## src/rtl/apu_pkg.sv

```systemverilog
package apu_pkg;
  typedef enum logic [3:0] {
    S_WAIT_RISE,
    S_CFG_REQ,
    S_CFG_RSP,
    S_CLK_ON,
    S_STAT_REQ,
    S_STAT_RSP,
    S_GAP,
    S_SYNC,
    S_DISCARD,
    S_READY,
    S_ERR
  } apu_state_e;
endpackage

```

## src/rtl/apu_edge_sync.sv

```systemverilog
module apu_edge_sync #(
  parameter int STAGES = 2
) (
  input  logic clk,
  input  logic rst,
  input  logic din,
  output logic rise,
  output logic fall
);
  logic [STAGES-1:0] sh;
  logic              last;

  always_ff @(posedge clk) begin
    if (rst) begin
      sh   <= '0;
      last <= 1'b0;
      rise <= 1'b0;
      fall <= 1'b0;
    end else begin
      sh   <= {sh[STAGES-2:0], din};
      last <= sh[STAGES-1];
      rise <= sh[STAGES-1] & ~last;
      fall <= ~sh[STAGES-1] & last;
    end
  end
endmodule

```

## src/rtl/apu_timer.sv

```systemverilog
module apu_timer #(
  parameter int W = 16
) (
  input  logic         clk,
  input  logic         rst,
  input  logic         run,
  input  logic [W-1:0] span,
  output logic         done
);
  logic [W-1:0] cnt;

  // Reloads while idle, counts down while running, done once it hits zero.
  always_ff @(posedge clk) begin
    if (rst || !run)      cnt <= span;
    else if (cnt != '0)   cnt <= cnt - 1'b1;
  end

  assign done = run && (cnt == '0);
endmodule

```

## src/rtl/apu_cfg_table.sv

```systemverilog
module apu_cfg_table #(
  parameter int ADDR_W     = 6,
  parameter int DATA_W     = 16,
  parameter int N_EXTRA    = 2,
  parameter int IDX_W      = 3,
  parameter int CLK_ADDR   = 3,
  parameter int DCDC_ADDR  = 7,
  parameter int EXTRA_BASE = 16,
  parameter int CLKDIV_LSB = 8,
  parameter int FREQ_LSB   = 4,
  parameter int EN_BIT     = 0
) (
  input  logic [IDX_W-1:0]          idx,
  input  logic [1:0]                clk_div,
  input  logic [3:0]                freq,
  input  logic [N_EXTRA*DATA_W-1:0] extra,
  output logic [ADDR_W-1:0]         addr,
  output logic [DATA_W-1:0]         data
);
  localparam int N_WR = 3 + N_EXTRA;

  logic [ADDR_W-1:0] tab_a [N_WR];
  logic [DATA_W-1:0] tab_d [N_WR];
  logic [DATA_W-1:0] freq_word;

  assign freq_word = DATA_W'(freq) << FREQ_LSB;

  for (genvar i = 0; i < N_WR; i++) begin : g_ent
    if (i == 0) begin : g_div
      assign tab_a[i] = ADDR_W'(CLK_ADDR);
      assign tab_d[i] = DATA_W'(clk_div) << CLKDIV_LSB;
    end else if (i == 1) begin : g_freq
      assign tab_a[i] = ADDR_W'(DCDC_ADDR);
      assign tab_d[i] = freq_word;
    end else if (i == 2) begin : g_en
      assign tab_a[i] = ADDR_W'(DCDC_ADDR);
      assign tab_d[i] = freq_word | (DATA_W'(1) << EN_BIT);
    end else begin : g_extra
      assign tab_a[i] = ADDR_W'(EXTRA_BASE + i - 3);
      assign tab_d[i] = extra[(i-3)*DATA_W +: DATA_W];
    end
  end

  always_comb begin
    addr = '0;
    data = '0;
    if (int'(idx) < N_WR) begin
      addr = tab_a[idx];
      data = tab_d[idx];
    end
  end
endmodule

```

## src/rtl/adc_pwrup_seq.sv

```systemverilog
module adc_pwrup_seq
  import apu_pkg::*;
#(
  parameter int ADDR_W      = 6,
  parameter int DATA_W      = 16,
  parameter int N_EXTRA     = 2,
  parameter int TMO_W       = 20,
  parameter int RISE_TMO    = 100000,
  parameter int POLL_TMO    = 500000,
  parameter int POLL_GAP    = 64,
  parameter int SYNC_LEN    = 8,
  parameter int DISCARD     = 2,
  parameter int CLK_ADDR    = 3,
  parameter int DCDC_ADDR   = 7,
  parameter int STATUS_ADDR = 1,
  parameter int EXTRA_BASE  = 16,
  parameter int CLKDIV_LSB  = 8,
  parameter int FREQ_LSB    = 4,
  parameter int EN_BIT      = 0,
  parameter int SECFAIL_BIT = 12
) (
  input  logic                      clk,
  input  logic                      rst,
  input  logic                      drdy,
  input  logic                      status_via_null,
  input  logic [1:0]                cfg_clk_div,
  input  logic [3:0]                cfg_dcdc_freq,
  input  logic [N_EXTRA*DATA_W-1:0] cfg_extra,
  output logic                      cmd_valid,
  input  logic                      cmd_ready,
  output logic                      cmd_write,
  output logic                      cmd_null,
  output logic [ADDR_W-1:0]         cmd_addr,
  output logic [DATA_W-1:0]         cmd_wdata,
  input  logic                      rsp_valid,
  input  logic [DATA_W-1:0]         rsp_rdata,
  output logic                      adc_clk_en,
  output logic                      adc_sync_n,
  output logic                      samples_ready,
  output logic                      seq_error
);
  localparam int N_WR   = 3 + N_EXTRA;
  localparam int IDX_W  = (N_WR > 1) ? $clog2(N_WR) : 1;
  localparam int DISC_W = $clog2(DISCARD + 2);
  localparam logic [IDX_W-1:0] LAST_IDX = IDX_W'(N_WR - 1);

  apu_state_e        state_q, state_d;
  logic [IDX_W-1:0]  idx_q, idx_d;
  logic              first_q, first_d;
  logic [DISC_W-1:0] disc_q, disc_d;

  logic drdy_rise, drdy_fall;
  logic rise_tmo, poll_tmo, gap_done, sync_done;
  logic polling;
  logic [ADDR_W-1:0] tab_addr;
  logic [DATA_W-1:0] tab_data;
  logic handshake, enter_req;

  apu_edge_sync #(.STAGES(2)) u_drdy (
    .clk (clk), .rst (rst), .din (drdy), .rise (drdy_rise), .fall (drdy_fall)
  );

  assign polling = (state_q == S_STAT_REQ) || (state_q == S_STAT_RSP) || (state_q == S_GAP);

  apu_timer #(.W(TMO_W)) u_rise_tmo (
    .clk (clk), .rst (rst), .run (state_q == S_WAIT_RISE),
    .span (TMO_W'(RISE_TMO)), .done (rise_tmo)
  );

  apu_timer #(.W(TMO_W)) u_poll_tmo (
    .clk (clk), .rst (rst), .run (polling),
    .span (TMO_W'(POLL_TMO)), .done (poll_tmo)
  );

  apu_timer #(.W(TMO_W)) u_gap (
    .clk (clk), .rst (rst), .run (state_q == S_GAP),
    .span (TMO_W'(POLL_GAP)), .done (gap_done)
  );

  apu_timer #(.W(TMO_W)) u_sync (
    .clk (clk), .rst (rst), .run (state_q == S_SYNC),
    .span (TMO_W'(SYNC_LEN - 1)), .done (sync_done)
  );

  apu_cfg_table #(
    .ADDR_W (ADDR_W), .DATA_W (DATA_W), .N_EXTRA (N_EXTRA), .IDX_W (IDX_W),
    .CLK_ADDR (CLK_ADDR), .DCDC_ADDR (DCDC_ADDR), .EXTRA_BASE (EXTRA_BASE),
    .CLKDIV_LSB (CLKDIV_LSB), .FREQ_LSB (FREQ_LSB), .EN_BIT (EN_BIT)
  ) u_tab (
    .idx (idx_d), .clk_div (cfg_clk_div), .freq (cfg_dcdc_freq),
    .extra (cfg_extra), .addr (tab_addr), .data (tab_data)
  );

  assign handshake = cmd_valid && cmd_ready;

  always_comb begin
    state_d = state_q;
    idx_d   = idx_q;
    first_d = first_q;
    disc_d  = disc_q;
    case (state_q)
      S_WAIT_RISE: begin
        if (rise_tmo) state_d = S_ERR;
        else if (drdy_rise) begin
          state_d = S_CFG_REQ;
          idx_d   = '0;
        end
      end
      S_CFG_REQ: if (handshake) state_d = S_CFG_RSP;
      S_CFG_RSP: begin
        if (rsp_valid) begin
          if (idx_q == LAST_IDX) state_d = S_CLK_ON;
          else begin
            idx_d   = idx_q + 1'b1;
            state_d = S_CFG_REQ;
          end
        end
      end
      S_CLK_ON: begin
        first_d = 1'b1;
        state_d = S_STAT_REQ;
      end
      S_STAT_REQ: begin
        if (poll_tmo) state_d = S_ERR;
        else if (handshake) state_d = S_STAT_RSP;
      end
      S_STAT_RSP: begin
        if (poll_tmo) state_d = S_ERR;
        else if (rsp_valid) begin
          if (first_q) begin
            first_d = 1'b0;
            state_d = S_GAP;
          end else if (!rsp_rdata[SECFAIL_BIT]) state_d = S_SYNC;
          else state_d = S_GAP;
        end
      end
      S_GAP: begin
        if (poll_tmo) state_d = S_ERR;
        else if (gap_done) state_d = S_STAT_REQ;
      end
      S_SYNC: begin
        disc_d = '0;
        if (sync_done) state_d = S_DISCARD;
      end
      S_DISCARD: begin
        if (disc_q == DISC_W'(DISCARD)) state_d = S_READY;
        else if (drdy_fall) disc_d = disc_q + 1'b1;
      end
      S_READY: state_d = S_READY;
      S_ERR:   state_d = S_ERR;
      default: state_d = S_ERR;
    endcase
  end

  assign enter_req = ((state_d == S_CFG_REQ) || (state_d == S_STAT_REQ)) && (state_d != state_q);

  always_ff @(posedge clk) begin
    if (rst) begin
      state_q       <= S_WAIT_RISE;
      idx_q         <= '0;
      first_q       <= 1'b1;
      disc_q        <= '0;
      cmd_valid     <= 1'b0;
      cmd_write     <= 1'b0;
      cmd_null      <= 1'b0;
      cmd_addr      <= '0;
      cmd_wdata     <= '0;
      adc_clk_en    <= 1'b0;
      adc_sync_n    <= 1'b1;
      samples_ready <= 1'b0;
      seq_error     <= 1'b0;
    end else begin
      state_q       <= state_d;
      idx_q         <= idx_d;
      first_q       <= first_d;
      disc_q        <= disc_d;
      cmd_valid     <= (state_d == S_CFG_REQ) || (state_d == S_STAT_REQ);
      if (enter_req) begin
        if (state_d == S_CFG_REQ) begin
          cmd_write <= 1'b1;
          cmd_null  <= 1'b0;
          cmd_addr  <= tab_addr;
          cmd_wdata <= tab_data;
        end else begin
          cmd_write <= 1'b0;
          cmd_null  <= status_via_null;
          cmd_addr  <= status_via_null ? '0 : ADDR_W'(STATUS_ADDR);
          cmd_wdata <= '0;
        end
      end
      adc_clk_en    <= adc_clk_en | (state_d == S_CLK_ON);
      adc_sync_n    <= (state_d != S_SYNC);
      samples_ready <= (state_d == S_READY);
      seq_error     <= seq_error | (state_d == S_ERR);
    end
  end
endmodule

```

## config.mk

```make
export PLATFORM = sky130hd
export DESIGN_NAME = adc_pwrup_seq
export DESIGN_NICKNAME = d
export VERILOG_FILES = /design/src/rtl/apu_pkg.sv /design/src/rtl/apu_edge_sync.sv /design/src/rtl/apu_timer.sv /design/src/rtl/apu_cfg_table.sv /design/src/rtl/adc_pwrup_seq.sv
export SDC_FILE = /design/constraint.sdc
export NUM_CORES = 1
export LEC_CHECK = 0
export ABC_AREA = 1
export BUFFER_PORTS_ARGS = -buffer_cell sky130_fd_sc_hd__buf_4
export CORE_ASPECT_RATIO = 1.4
export CORE_MARGIN = 2
export CORE_UTILIZATION = 45
export CTS_CLUSTER_DIAMETER = 200
export DETAILED_ROUTE_END_ITERATION = 12
export PLACE_DENSITY = 0.64
export SLEW_MARGIN = 10
export SYNTH_ARGS = -nofsm -noshare
export SYNTH_HDL_FRONTEND = slang
export SYNTH_SLANG_ARGS = --single-unit
export TNS_END_PERCENT = 30
```

## constraint.sdc

```tcl
create_clock -name clk -period 5.75 [get_ports clk]
set_clock_uncertainty 0.2 [all_clocks]
set_input_delay 0.8625 -clock clk [delete_from_list [all_inputs] [get_ports clk]]
set_output_delay 0.8625 -clock clk [all_outputs]
set_load 0.02 [all_outputs]
```

Word level (Yosys, flattened, before mapping)
Memory sizes are Yosys's and may differ from the RTL's. Cells that the tools add are included.

Add/sub/neg operators: 6. Order comparisons: 2. Equal/unequal tests: 22. Multiplexer cells: 39. Bitwise operators: 7. Reduce and logical (&&, ||, !) cells: 30.

Operator list (number): zero test 20 bit (4); nonzero test 20 bit (4); subtractor 20 x 1 -> 20 bit (second input constant) (4); 2-to-1 mux 16 bit (4); binary-select mux 16 bit (select 3 bit) (1); 2-to-1 mux 4 bit (12); one-hot mux 4 bit (10 select lines) (1); 2-to-1 mux 6 bit (4); == test 4 x 3 -> 1 bit (second input constant) (5); == test 4 bit (second input constant) (4); == test 4 x 2 -> 1 bit (second input constant) (3); 2-to-1 mux 3 bit (4); == test 4 x 1 -> 1 bit (second input constant) (2); logical OR 1 bit (7); 2-to-1 mux 1 bit (7); logical AND 1 bit (6); 2-to-1 mux 2 bit (3); != test 2 bit (second input constant) (3); one-hot mux 3 bit (2 select lines) (1); AND reduction 3 bit (2); >= comparator 4 bit (second input constant) (1); zero test 1 bit (4); zero test 4 bit (1); != test 4 x 3 -> 1 bit (second input constant) (1); 14 further kinds (18).

Register bits: 124. Bits in read-only memories: 48. Output and inout bits: 29. Memories kept: 1.

Memory list: (name not given) (depth 8, bits a word 6, rd ports 1, clocked after memory_dff 0, wr ports 0, line apu_cfg_table.sv:48) `addr = tab_a[idx];`.

Depth between registers and ports, before layout
Depth in word-level cells: 10. Gate-level depth with buffers: 17. Mapped depth without buffers: 17.

By module
A second synthesis with hierarchy kept.

Cells, all modules: 1135. Area, all modules: 8408.1 µm².

Modules (own cells, without submodules): apu_timer (u_gap ...) (times used 2, cells each 185, area each 1456.4 µm², sequential area each 600.6 µm²); adc_pwrup_seq (times used 1, cells each 286, area each 1961.9 µm², sequential area each 780.7 µm²); apu_timer (u_rise_tmo) (times used 1, cells each 185, area each 1452.6 µm², sequential area each 600.6 µm²); apu_timer (u_sync) (times used 1, cells each 184, area each 1438.9 µm², sequential area each 600.6 µm²); apu_cfg_table (times used 1, cells each 95, area each 501.7 µm², sequential area each 0.0 µm²); apu_edge_sync (times used 1, cells each 15, area each 140.1 µm², sequential area each 100.1 µm²).

Worst setup path after synthesis
OpenSTA, ideal clock, no wires.

Kind: in2reg. Start: in rsp_valid. End: reg cmd_wdata[2]. Library setup time: 131 ps. Data arrival time: 2108 ps. Setup slack: 3311 ps. Stages on the path: 14. Path buffers: 1. Cell sequence: inv_1 -> a21oi_1 -> nor2_1 -> nor2_1 -> nand2_1 -> inv_1 -> nand2_1 -> nor2_2 -> nand3_1 -> nand2_2 -> nand2_4 -> buf_6 -> nand2_1 -> a21oi_2.

Longest elaborated chain between the ends: 8.

RTL lines: from (decl) (line adc_pwrup_seq.sv:35) `input logic rsp_valid,`; 2-to-1 mux 3 bit (line adc_pwrup_seq.sv:111) `if (rsp_valid) begin`; one-hot mux 3 bit (2 select lines) (line adc_pwrup_seq.sv:101) `case (state_q)`; inverter 3 -> 4 bit (not written as such) (line apu_cfg_table.sv:49) `data = tab_d[idx];`; binary-select mux 16 bit (select 3 bit) (line apu_cfg_table.sv:49); 2-to-1 mux 16 bit (not written as such) (2 in a row) (line apu_cfg_table.sv:49); 2-to-1 mux 16 bit (line apu_cfg_table.sv:47) `if (int'(idx) < N_WR) begin`; 2-to-1 mux 16 bit (line adc_pwrup_seq.sv:179) `if (state_d == S_CFG_REQ) begin`; to (signal assigned) (line adc_pwrup_seq.sv:183) `cmd_wdata <= tab_data;`; to (decl) (line adc_pwrup_seq.sv:34) `output logic [DATA_W-1:0] cmd_wdata,`.

Several ways; a longest one is shown, not always the timed one. The select of a mux whose other input is x is not followed. A chain may end at the register's enable or synchronous reset.

Final worst setup path
Start: reg u_rise_tmo.cnt[0]. End: reg cmd_addr[0].

Longest elaborated chain between the ends: 10.

RTL lines: from (decl) (line apu_timer.sv:10) `logic [W-1:0] cnt;`; from (signal assigned) (line apu_timer.sv:14) `if (rst || !run) cnt <= span;`; from (signal assigned) (line apu_timer.sv:15) `else if (cnt != '0) cnt <= cnt - 1'b1;`; zero test 20 bit * (line apu_timer.sv:18) `assign done = run && (cnt == '0);`; logical AND 1 bit * (line apu_timer.sv:18); 2-to-1 mux 3 bit (line adc_pwrup_seq.sv:103) `if (rise_tmo) state_d = S_ERR;`; one-hot mux 3 bit (2 select lines) (line adc_pwrup_seq.sv:101); inverter 3 -> 4 bit (not written as such) (line apu_cfg_table.sv:48); memory read (8 x 6 bit); 2-to-1 mux 6 bit (not written as such) (2 in a row) (line apu_cfg_table.sv:48); 2-to-1 mux 6 bit (line apu_cfg_table.sv:47); 2-to-1 mux 6 bit (line adc_pwrup_seq.sv:179); to (signal assigned) (line adc_pwrup_seq.sv:182) `cmd_addr <= tab_addr;`; to (signal assigned) (line adc_pwrup_seq.sv:187) `cmd_addr <= status_via_null ? '0 : ADDR_W'(STATUS_ADDR);`; to (decl) (line adc_pwrup_seq.sv:33) `output logic [ADDR_W-1:0] cmd_addr,`.

Every way passes the cells marked *; elsewhere a longest branch is shown, timed or not. The select of a mux whose other input is x is not followed.

==> flow_metrics.env <==
export IMPL_met1_usage=0.233
export IMPL_grt_first_pass_wirelength_mm=26.3
export IMPL_use_met3=0.0473
export IMPL_io_pins=89
export IMPL_net_switching_power_mw=0.456
export IMPL_p_seq_frac=0.422
export IMPL_yosys_warnings=0
export IMPL_grt_antenna_before_repair=0
export IMPL_async_flop_share=0
export IMPL_setup_viol=0
export IMPL_syn_inst=982
export IMPL_start_util=0.461
export IMPL_vias=6274
export IMPL_synth_seq_cells=122
export IMPL_synth_top_cells_by_count="188 x nand2_1, 167 x nor2_1, 130 x inv_1"
export IMPL_regArea_sq_um=2440
export IMPL_layout_drive_gt1_share=0.158
export IMPL_p_leak_nw=3.64
export IMPL_r2r_slack_ps=3030
export IMPL_pwr_density_cell_nw_per_um2=259
export IMPL_grt_overflow_total=0
export IMPL_clk_latency_ps=410
export IMPL_yosysMostFrequentCell="nand2_1"
export IMPL_drv_cap=0
export IMPL_fin_crit_sh=0.472
export IMPL_cts_setup_buffers=0
export IMPL_die_x_um=107
export IMPL_grt_pass1_vias=6147
export IMPL_path_clk_slew_ps=50
export IMPL_crit_path_start_kind="flip-flop"
export IMPL_htree_levels=4
export IMPL_grt_max_degree=43
export IMPL_syn_area_per_cell_sq_um=6.82
export IMPL_cts_buffers_inserted=17
export IMPL_max_slew_margin=0.580
export IMPL_rsz0062_at_grt="no"
export IMPL_cts_hold_buf=0
export IMPL_ys_dominant_reg_cell="dfxtp_1"
export IMPL_combPwrFrac=0.054
export IMPL_grt_use_met2=0.355
export IMPL_first_pass_iters=5
export IMPL_p_clk_frac=0.524
export IMPL_routed_wl_mm=15.1
export IMPL_ys_seq_area_frac=0.365
export IMPL_cp_required_ps=5830
export IMPL_gp_congestion=0.871
export IMPL_ant_nets=0
export IMPL_max_clock_freq_mhz=368
export IMPL_cts_path_max_buffers=2
export IMPL_root_buffer="clkbuf_16"
export IMPL_crit_type="reg -> reg"
export IMPL_wl_per_cell_um=12.0
export IMPL_die_h_um=148
export IMPL_multi_input_area_sq_um=3610
export IMPL_track_usage=0.200
export IMPL_num_nets_final=1126
export IMPL_nFillCells=1464
export IMPL_routed_via_density=5.00
export IMPL_whs_ps=205
export IMPL_post_dp_hpwl_mm=11.2
export IMPL_ir_worst_vdd_mv=0.151
export IMPL_synth_area_leaders="dfxtp_1 36%, nand2_1 11%, nor2_1 9.4%, inv_1 7.3%, a21oi_1 5.4%"
export IMPL_ff2ff_path_depth=17
export IMPL_antennaDiodeCount=0
export IMPL_final_cells=1254
export IMPL_drc=0
export IMPL_drv_slew=0
export IMPL_worst_slack_ps=3030
export IMPL_switching_share=0.221
export IMPL_hold_class="reg -> reg"
export IMPL_drt_iter0_markers=250
export IMPL_dp_cells=1223
export IMPL_synth_distinct_cells=47
export IMPL_stdcell_area_sq_um=7940
export IMPL_die_area_sq_um=15900
export IMPL_max_slew_worst_pin_slew_ps=628
export IMPL_grt_busiest_layer="met2"
export IMPL_port_buffers=71
export IMPL_status="completed"
export IMPL_crit_path_max_fanout=20
export IMPL_cts_tree="yes"
export IMPL_yosysTopAreaCellShare=0.365
export IMPL_rows=52
export IMPL_netlist_area_sq_um=6700
export IMPL_synth_edf_count=0
export IMPL_synth_top_area_cell="dfxtp_1"
export IMPL_synthToLayoutAreaGrowth_pct=18.7
export IMPL_hold_path_depth=2
export IMPL_end_kind="flip-flop"
export IMPL_place_area_sq_um=7340
export IMPL_core_area_sq_um=14500
export IMPL_hold_viol_final=0
export IMPL_cts_resized_gates=0
export IMPL_arrival_ps=2790
export IMPL_fin_tns_setup_ps=0
export IMPL_cts_sinks=122
export IMPL_internal_power_mw=1.60
export IMPL_dp_worst_setup_slack_ps=2710
export IMPL_post_route_min_period_ps=2720
[per-layer routing]
| layer | share of wire | vias to the layer above |
|---|---|---|
| met2 | 0.50 | 109 |
| met5 | 0 | - |
| li1 | - | 3302 |
| met3 | 0.043 | 16 |
| met1 | 0.44 | 2847 |
| met4 | 0.015 | 0 |
[cells in the final DEF (no fill, tap or decap), drive strengths merged, types with 2 or more instances in the layout]
master,synthesis,final
nand2,204,204
nor2,193,193
inv,136,136
dfxtp,122,122
nand3,76,76
a21oi,74,74
buf,11,71
o21ai,39,39
nor3,22,22
nand4,21,21
clkbuf,9,20
ha,13,13
a21o,10,10
xor2,9,9
o211ai,8,8
clkinv,1,7
xnor2,5,5
nor3b,4,4
a211oi,3,3
a31oi,3,3
o21a,3,3
bufinv,0,3
o31ai,2,2
or3,2,2
o21bai,2,2
a32o,2,2
conb,1,2
clkinvlp,0,2
[flip-flops by register name, indices dropped and copies added (netlist names), 3 cells and up]
register,flops
u_gap.cnt,20
u_rise_tmo.cnt,20
state_q,4
idx_q,3
cmd_addr,4
u_poll_tmo.cnt,20
u_sync.cnt,20
cmd_wdata,16
[critical path, cell delays in order (launching register included)]
cell and delay [ps]:
dfxtp_1 340, inv_1 110, ha_1 200, nand2_1 60
nor2_1 180, nand3_4 170, nand3_4 130, nand2_2 190
nand2_2 150, nand2_1 80, nand2_2 310, nand2_1 130
nand2_1 80, nand2_1 50, nand2_1 50, nand3_1 60
nand2_1 60, nor2_1 40
[worst paths after layout]
path,from,endpoint
worst max-delay path,u_rise_tmo.cnt[0],cmd_addr[0]
worst min-delay path,u_drdy.sh[0],u_drdy.sh[1]
worst max register to register,u_rise_tmo.cnt[0],cmd_addr[0]
worst min register to register,u_drdy.sh[0],u_drdy.sh[1]
[through the flow]
stage,util,power (mW)
2_1_floorplan,-,0.957
5_1_grt,0.548,2.14
6_report,0.548,2.06
4_1_cts,0.548,2.08
3_3_place_gp,0.506,0.997
3_5_place_dp,0.506,0.997
[power groups by stage]
stage               registers (mW)  logic [mW]  clock network (mW)
floorplan                    0.886      0.0713                   0
global placement             0.886       0.111                   0
detailed placement           0.886       0.111                   0
finish                       0.869       0.111                1.08
global route                 0.870       0.128                1.14
CTS                          0.868       0.112                1.10
[cell families after synthesis]
group / count (synthesis) / share of synthesized area
adders and majority gates: 13 / 0.0243
xor gates and xnor gates: 14 / 0.0183
and+or+nand+nor: 527 / 0.368
buffers and inverters: 157 / 0.0959
AOI/OAI and AO/OA: 148 / 0.129
DFF: 122 / 0.365
other: 1 / 0.000560
[cell type report]
cell class                 count  share of cell area
multi-input combinational    704               0.455
tap                          189              0.0298
clock buffer                  20              0.0575
clock inverter                11              0.0184
timing repair buffer          71              0.0671
inverter                     137              0.0647
sequential                   122               0.307
Note: power is estimated with default switching activity, not from simulation.
